$ cat config.mk
export PLATFORM = sky130hd
export DESIGN_NAME = peak_scaler_bank
export DESIGN_NICKNAME = d
export VERILOG_FILES = /design/src/rtl/psb_pkg.sv /design/src/rtl/psb_window.sv /design/src/rtl/psb_scaler.sv /design/src/rtl/peak_scaler_bank.sv
export SDC_FILE = /design/constraint.sdc
export NUM_CORES = 1
export LEC_CHECK = 0
export BUFFER_PORTS_ARGS = -buffer_cell sky130_fd_sc_hd__buf_2
export CORE_ASPECT_RATIO = 0.7
export CORE_MARGIN = 2
export CORE_UTILIZATION = 52
export CTS_BUF_LIST = sky130_fd_sc_hd__clkbuf_4
export CTS_CLUSTER_DIAMETER = 30
export DETAILED_ROUTE_END_ITERATION = 8
export GPL_TIMING_DRIVEN = 1
export PLACE_DENSITY = 0.69
export SLEW_MARGIN = 20
export SYNTH_ARGS = -nofsm -noshare
export SYNTH_HDL_FRONTEND = slang
export SYNTH_SLANG_ARGS = --single-unit
export TNS_END_PERCENT = 100
$ cat constraint.sdc
create_clock -name clk -period 7.6 [get_ports clk]
set_input_delay 0.38 -clock clk [delete_from_list [all_inputs] [get_ports clk]]
set_output_delay 0.38 -clock clk [all_outputs]
set_load 0.1 [all_outputs]
$ cat src/rtl/psb_pkg.sv
package psb_pkg;

  localparam int DEF_LEVELS   = 16;
  localparam int DEF_SCALERS  = 8;
  localparam int DEF_CNT_W    = 16;
  localparam int DEF_WIN_W    = 8;

  typedef enum logic {
    WIN_IDLE = 1'b0,
    WIN_OPEN = 1'b1
  } win_state_e;

endpackage

$ cat src/rtl/psb_window.sv
module psb_window
  import psb_pkg::*;
#(
  parameter int LEVELS = DEF_LEVELS,
  parameter int WIN_W  = DEF_WIN_W,
  localparam int LVL_W = $clog2(LEVELS)
) (
  input  logic              clk,
  input  logic              rst_n,
  input  logic [LEVELS-1:0] thermo,
  input  logic              trig,
  input  logic [WIN_W-1:0]  win_len,
  output logic              fire,
  output logic [LVL_W-1:0]  fire_lvl,
  output logic              win_open
);

  // Highest tripped comparator; nothing tripped gives level 0.
  function automatic logic [LVL_W-1:0] top_level(input logic [LEVELS-1:0] t);
    logic [LVL_W-1:0] r;
    r = '0;
    for (int i = 0; i < LEVELS; i++) begin
      if (t[i]) r = LVL_W'(i);
    end
    return r;
  endfunction

  function automatic logic [LVL_W-1:0] lvl_max(input logic [LVL_W-1:0] a,
                                               input logic [LVL_W-1:0] b);
    return (a > b) ? a : b;
  endfunction

  win_state_e       state;
  logic             trig_q;
  logic             rise;
  logic [WIN_W-1:0] remain;
  logic [WIN_W-1:0] len_eff;
  logic [LVL_W-1:0] peak;
  logic [LVL_W-1:0] lvl_now;

  assign rise     = trig & ~trig_q;
  assign len_eff  = (win_len == '0) ? WIN_W'(1) : win_len;
  assign lvl_now  = top_level(thermo);
  assign win_open = (state == WIN_OPEN);

  always_comb begin
    fire     = 1'b0;
    fire_lvl = lvl_now;
    if (state == WIN_IDLE) begin
      fire = rise && (len_eff == WIN_W'(1));
    end else begin
      fire_lvl = lvl_max(peak, lvl_now);
      fire     = (remain == '0);
    end
  end

  always_ff @(posedge clk) begin
    if (!rst_n) begin
      state  <= WIN_IDLE;
      trig_q <= 1'b0;
      remain <= '0;
      peak   <= '0;
    end else begin
      trig_q <= trig;
      if (state == WIN_IDLE) begin
        if (rise && (len_eff != WIN_W'(1))) begin
          state  <= WIN_OPEN;
          remain <= len_eff - WIN_W'(2);
          peak   <= lvl_now;
        end
      end else begin
        peak <= lvl_max(peak, lvl_now);
        if (remain == '0) begin
          state <= WIN_IDLE;
        end else begin
          remain <= remain - WIN_W'(1);
        end
      end
    end
  end

  // an open window only counts down; a new rise cannot reload it
  p_no_restart_r5: assert property (@(posedge clk) disable iff (!rst_n)
    (state == WIN_OPEN && remain != '0) |=>
      (state == WIN_OPEN && remain == $past(remain) - WIN_W'(1)));

  // the window closes on the clock after its final sample
  p_close_r3: assert property (@(posedge clk) disable iff (!rst_n)
    (state == WIN_OPEN && fire) |=> (state == WIN_IDLE));

  // the tracked peak never falls inside a window
  p_peak_mono_r3: assert property (@(posedge clk) disable iff (!rst_n)
    (state == WIN_OPEN && remain != '0) |=> (peak >= $past(peak)));

endmodule

$ cat src/rtl/psb_scaler.sv
module psb_scaler
  import psb_pkg::*;
#(
  parameter int CNT_W = DEF_CNT_W
) (
  input  logic             clk,
  input  logic             rst_n,
  input  logic             inc,
  input  logic             jam,
  output logic [CNT_W-1:0] cnt,
  output logic             ovf
);

  // Returns {carry, sum} for a one-step increment.
  function automatic logic [CNT_W:0] step(input logic [CNT_W-1:0] c);
    return {1'b0, c} + (CNT_W+1)'(1);
  endfunction

  logic [CNT_W:0] nxt;
  assign nxt = step(cnt);

  always_ff @(posedge clk) begin
    if (!rst_n) begin
      cnt <= '0;
      ovf <= 1'b0;
    end else if (jam) begin
      cnt <= inc ? CNT_W'(1) : '0;
      ovf <= 1'b0;
    end else if (inc) begin
      cnt <= nxt[CNT_W-1:0];
      ovf <= ovf | nxt[CNT_W];
    end
  end

  // without an increment or jam the count is frozen
  p_hold_r4: assert property (@(posedge clk) disable iff (!rst_n)
    (!jam && !inc) |=> ($stable(cnt) && $stable(ovf)));

  // a jam leaves at most the coincident count behind
  p_jam_clear_r6: assert property (@(posedge clk) disable iff (!rst_n)
    jam |=> (!ovf && cnt <= CNT_W'(1)));

  // the flag is sticky between jams
  p_ovf_sticky_r8: assert property (@(posedge clk) disable iff (!rst_n)
    (ovf && !jam) |=> ovf);

  // full count plus one wraps to zero and flags
  p_wrap_r8: assert property (@(posedge clk) disable iff (!rst_n)
    (inc && !jam && (&cnt)) |=> (cnt == '0 && ovf));

endmodule

$ cat src/rtl/peak_scaler_bank.sv
module peak_scaler_bank
  import psb_pkg::*;
#(
  parameter int LEVELS    = DEF_LEVELS,
  parameter int N_SCALERS = DEF_SCALERS,
  parameter int CNT_W     = DEF_CNT_W,
  parameter int WIN_W     = DEF_WIN_W,
  localparam int LVL_W    = $clog2(LEVELS),
  localparam int SEL_W    = $clog2(N_SCALERS),
  localparam int SHIFT    = LVL_W - SEL_W
) (
  input  logic              clk,
  input  logic              rst_n,
  input  logic [LEVELS-1:0] thermo_in,
  input  logic              trig_in,
  input  logic [WIN_W-1:0]  win_len,
  input  logic              jam_in,
  input  logic [SEL_W-1:0]  rd_addr,
  output logic [CNT_W-1:0]  rd_data,
  output logic              rd_ovf
);

  // Drop the low level bits so adjacent level pairs share a scaler.
  function automatic logic [SEL_W-1:0] level_to_bin(input logic [LVL_W-1:0] l);
    return SEL_W'(l >> SHIFT);
  endfunction

  logic                 fire;
  logic [LVL_W-1:0]     fire_lvl;
  logic                 win_open;
  logic [SEL_W-1:0]     bin;
  logic [N_SCALERS-1:0] inc;
  logic [N_SCALERS-1:0] sc_ovf;
  logic [CNT_W-1:0]     sc_cnt  [N_SCALERS];
  logic [CNT_W-1:0]     hold_cnt[N_SCALERS];
  logic [N_SCALERS-1:0] hold_ovf;

  psb_window #(
    .LEVELS (LEVELS),
    .WIN_W  (WIN_W)
  ) i_window (
    .clk      (clk),
    .rst_n    (rst_n),
    .thermo   (thermo_in),
    .trig     (trig_in),
    .win_len  (win_len),
    .fire     (fire),
    .fire_lvl (fire_lvl),
    .win_open (win_open)
  );

  assign bin = level_to_bin(fire_lvl);

  for (genvar g = 0; g < N_SCALERS; g++) begin : g_sc
    assign inc[g] = fire && (bin == SEL_W'(g));

    psb_scaler #(
      .CNT_W (CNT_W)
    ) i_scaler (
      .clk   (clk),
      .rst_n (rst_n),
      .inc   (inc[g]),
      .jam   (jam_in),
      .cnt   (sc_cnt[g]),
      .ovf   (sc_ovf[g])
    );

    always_ff @(posedge clk) begin
      if (!rst_n) begin
        hold_cnt[g] <= '0;
        hold_ovf[g] <= 1'b0;
      end else if (jam_in) begin
        hold_cnt[g] <= sc_cnt[g];
        hold_ovf[g] <= sc_ovf[g];
      end
    end
  end

  assign rd_data = hold_cnt[rd_addr];
  assign rd_ovf  = hold_ovf[rd_addr];

  // a closing window hits exactly one scaler, nothing else does
  p_one_inc_r4: assert property (@(posedge clk) disable iff (!rst_n)
    fire |-> ($countones(inc) == 1));

  p_no_stray_r4: assert property (@(posedge clk) disable iff (!rst_n)
    !fire |-> (inc == '0));

  // buffered flags only change on a jam
  p_buf_hold_r6: assert property (@(posedge clk) disable iff (!rst_n)
    !jam_in |=> $stable(hold_ovf));

  // a jam copies the live flags
  p_buf_copy_r6: assert property (@(posedge clk) disable iff (!rst_n)
    jam_in |=> (hold_ovf == $past(sc_ovf)));

endmodule

==> metrics <==
run status completed; final routed DRC violation total 0; fraction of final layout cells with drive strength greater than 1 17.1%; clock tree from TritonCTS yes; Synth Register Bits 286; Slew Viols, Final 0; GR met3 Demand/Resource 5.84%; sum of routed wire length over all layers 36.8 mm; Post-Route Setup TNS 0 ns; Worst-Skew Late Latency 0.70 ns; initial core utilization 53.3%; quantity of hold-fixing buffers added after cts 1; ordered cell list for the critical path buf_2 -> nor4_1 -> nand2_1 -> inv_1 -> ha_1 -> a21oi_1 -> inv_2 -> o21ai_4 -> a32oi_2 -> buf_4 -> nor4_1 -> a21o_1; fraction of met1 tracks used by global routing 40.6%; kind of critical path in2reg; CTS resizes 0; area share of fa/ha/maj cells after synthesis 1.22%; CTS Sinks 286; most repeated cell in the gate-level netlist after synthesis and3_1; global-route usage over all layers 25.7%; post-synthesis instance total 1,372; number of placement rows 50; estimated wirelength of the detail-placed design 22.8 mm; Synth area leader edfxtp_1; number of max-capacitance violations reported 0; family with the most delay on the worst path simple AND/OR/NAND/NOR gates; worst IR drop on VDD 0.0915 mV; fraction of synthesized cell area in xor and xnor cells 0.367%; setup-violating endpoint count in the final report 0; wire length of the first global-routing pass 58.2 mm; leakage power 5.90 nW; final antenna-violating net count 0; Die Height 143 um; clock root buffer clkbuf_4; final setup skew 0.0467 ns; DRC violation total after the first TritonRoute iteration 1,326; Overall Power 3.34 mW; buffers inserted during post-CTS setup optimization 0; Critical Path Sink Type flip-flop; most used standard cells in the synthesized netlist 169 x and3_1, 158 x dfxtp_1, 128 x edfxtp_1; number of primary I/O pins 48; number of vias in the routed layout 11,584; number of optimization iterations in the first detailed-route pass 7; number of enable-type register cells in the synthesized netlist 128; post-synthesis to final-layout area growth 9.32%; mux contribution to synthesized area 7.93%; path type of the worst min-delay path in2reg; time the final worst path needs with I/O delays and setup 3.31 ns; async set-reset flop share out of synthesis 0%; post-synthesis compound-gate area fraction 15.1%; actual slew at the worst max-slew pin 0.972 ns; prevailing post-synth register cell dfxtp_1; number of hold violations in the final report 0; simple logic cell fraction of the synthesized area 22.4%; top cell type's share of synthesized area 26.8%; clk buf depth 3; Achievable Freq 302 MHz; dominant cells by area after synthesis edfxtp_1 27%, dfxtp_1 22%, and3_1 7.4%, mux4_2 5.3%, o31ai_1 4.8%; CP arrival 3.96 ns; Cell Pwr Density 213 mW/mm2; Yosys Warn Count 0; Synth cell types 60; cell seen most often among critical-path stages nor4_1; fin crit share 43.6%; vias in the first global route 10,484; per-cell routed wire length 20.4 um; port bufs 46; total buffers and inverters traversed by the critical path 4; Die Width 202 um; gr ovfl total 0; required time at the worst-slack endpoint 8.24 ns; post-synthesis net count 1,417; GR met2 Demand/Resource 34.0%; Core Region 0.0269 mm2; slowest CP cell nor4_1; Die ar. 0.0289 mm2; setup repair after global routing missed its margin false; largest net degree at the start of global routing 111; vias per cell 6.42; worst max-slew margin expressed relative to the limit 35.2%; largest family of logic cells by synthesized area simple AND/OR/NAND/NOR gates; CTS H-Tree Depth 3; CTS clk-pin slew, worst paths 0.07 ns; Avg Synthesized Cell Area 10.5 um2; TritonCTS buffer count 72; synthesized area 0.0143 mm2; final layout net count 1,427; CP Launch Type input port; final estimated routing congestion in global placement 0.835; most congested layer reported by global routing met1; maximum cell stage delay along the critical path 0.66 ns; initial antenna violation count 1; fill cell total of the finished layout 2,305; fraction of the yosys area taken by sequential cells 48.9%; maximum net fanout on the critical path 58
worst paths after layout:
path / startpoint / endpoint / slack [ns] / cells after the start
hold / removal: win_len[0] / i_window.remain[0]$_SDFFE_PN0P_ / 0.12 / 4
setup / recovery: thermo_in[11] / g_sc[3].i_scaler.ovf$_SDFFE_PP0P_ / 4.29 / 12
setup reg to reg: i_window.win_open$_SDFF_PN0_ / g_sc[7].i_scaler.cnt[7]$_SDFFE_PN0P_ / 4.54 / 8
hold reg to reg: g_sc[3].i_scaler.ovf$_SDFFE_PP0P_ / g_sc[3].i_scaler.ovf$_SDFFE_PP0P_ / 0.47 / 1
cells by family (layout without fill, tap and decap cells):
family	after synthesis	in the layout
adders and majority gates	14	14
muxes	69	69
AOI/OAI and AO/OA	309	309
other	0	1
and+or+nand+nor	537	537
buffers and inverters	151	218
xor gates and xnor gates	6	6
DFF	286	286
layout by cell type, fill, tap and decap left out, types with 15 or more instances in the layout:
cell type,synthesis,routed
or4_1,86,86
and2_1,16,15
nor2b_1,17,16
clkbuf_4,0,112
nand3_1,50,50
nand2_1,76,76
mux2i_1,18,18
buf_2,25,44
nand4_1,40,40
inv_1,21,21
o41ai_1,22,22
and3_1,169,169
dfxtp_1,158,158
buf_4,0,18
a21oi_1,94,94
o31ai_1,91,91
nand2b_1,30,30
o311ai_0,21,21
nor2_1,17,17
edfxtp_1,128,128
mux4_2,34,34
mux2_2,17,17
registers in the layout (all words and copies together), names as in the netlist:
register           flops
i_window.win_open      1
g_sc.i_scaler.ovf      8
hold_cnt             128
g_sc.i_scaler.cnt    128
hold_ovf               8
i_window.trig_q        1
i_window.remain        8
i_window.peak          4
per-layer routing:
metal,up-vias,share of wire (%)
li1,5490,-
met1,5562,49
met2,466,40
met3,66,9.2
met4,0,2.2
met5,-,0
stage by stage:
| step | setup WS (ns) | instances | hold WS (ns) | cell area (um2) | utilization (%) |
|---|---|---|---|---|---|
| global route | 4.05 | 1804 | 0.110 | 15700 | 58.3 |
| floorplan | 2.44 | 1372 | 0.426 | 14300 | - |
| global placement | 3.81 | 1671 | 0.438 | 14700 | 54.7 |
| detailed placement | 3.67 | 1671 | 0.455 | 14700 | 54.7 |
| CTS | 4.41 | 1803 | 0.0555 | 15700 | 58.3 |
| finish | 4.29 | 1804 | 0.122 | 15700 | 58.3 |
area by class of cell:
cell class	count	area, um2	share of cell area, %
Multi-Input combinational cell	935	6810	43.4
Clock buffer	112	841	5.36
Timing Repair Buffer	63	365	2.33
Sequential cell	286	7010	44.7
Tap cell	364	455	2.91
Antenna cell	1	2.50	0.0160
Clock inverter	19	98.8	0.631
Inverter	24	95.1	0.607
power by group:
part	switching, mW	total (mW)	internal (mW)
clock	0.641	1.35	0.706
combinational	0.236	0.320	0.0844
sequential	0.0340	1.68	1.64
worst min-delay path, cell delays in order:
cell and delay [ns]:
buf_2 0.07, a21oi_1 0.04, nor2_1 0.09, o311a_1 0.16
No activity file was read; power rests on OpenSTA's default activity.
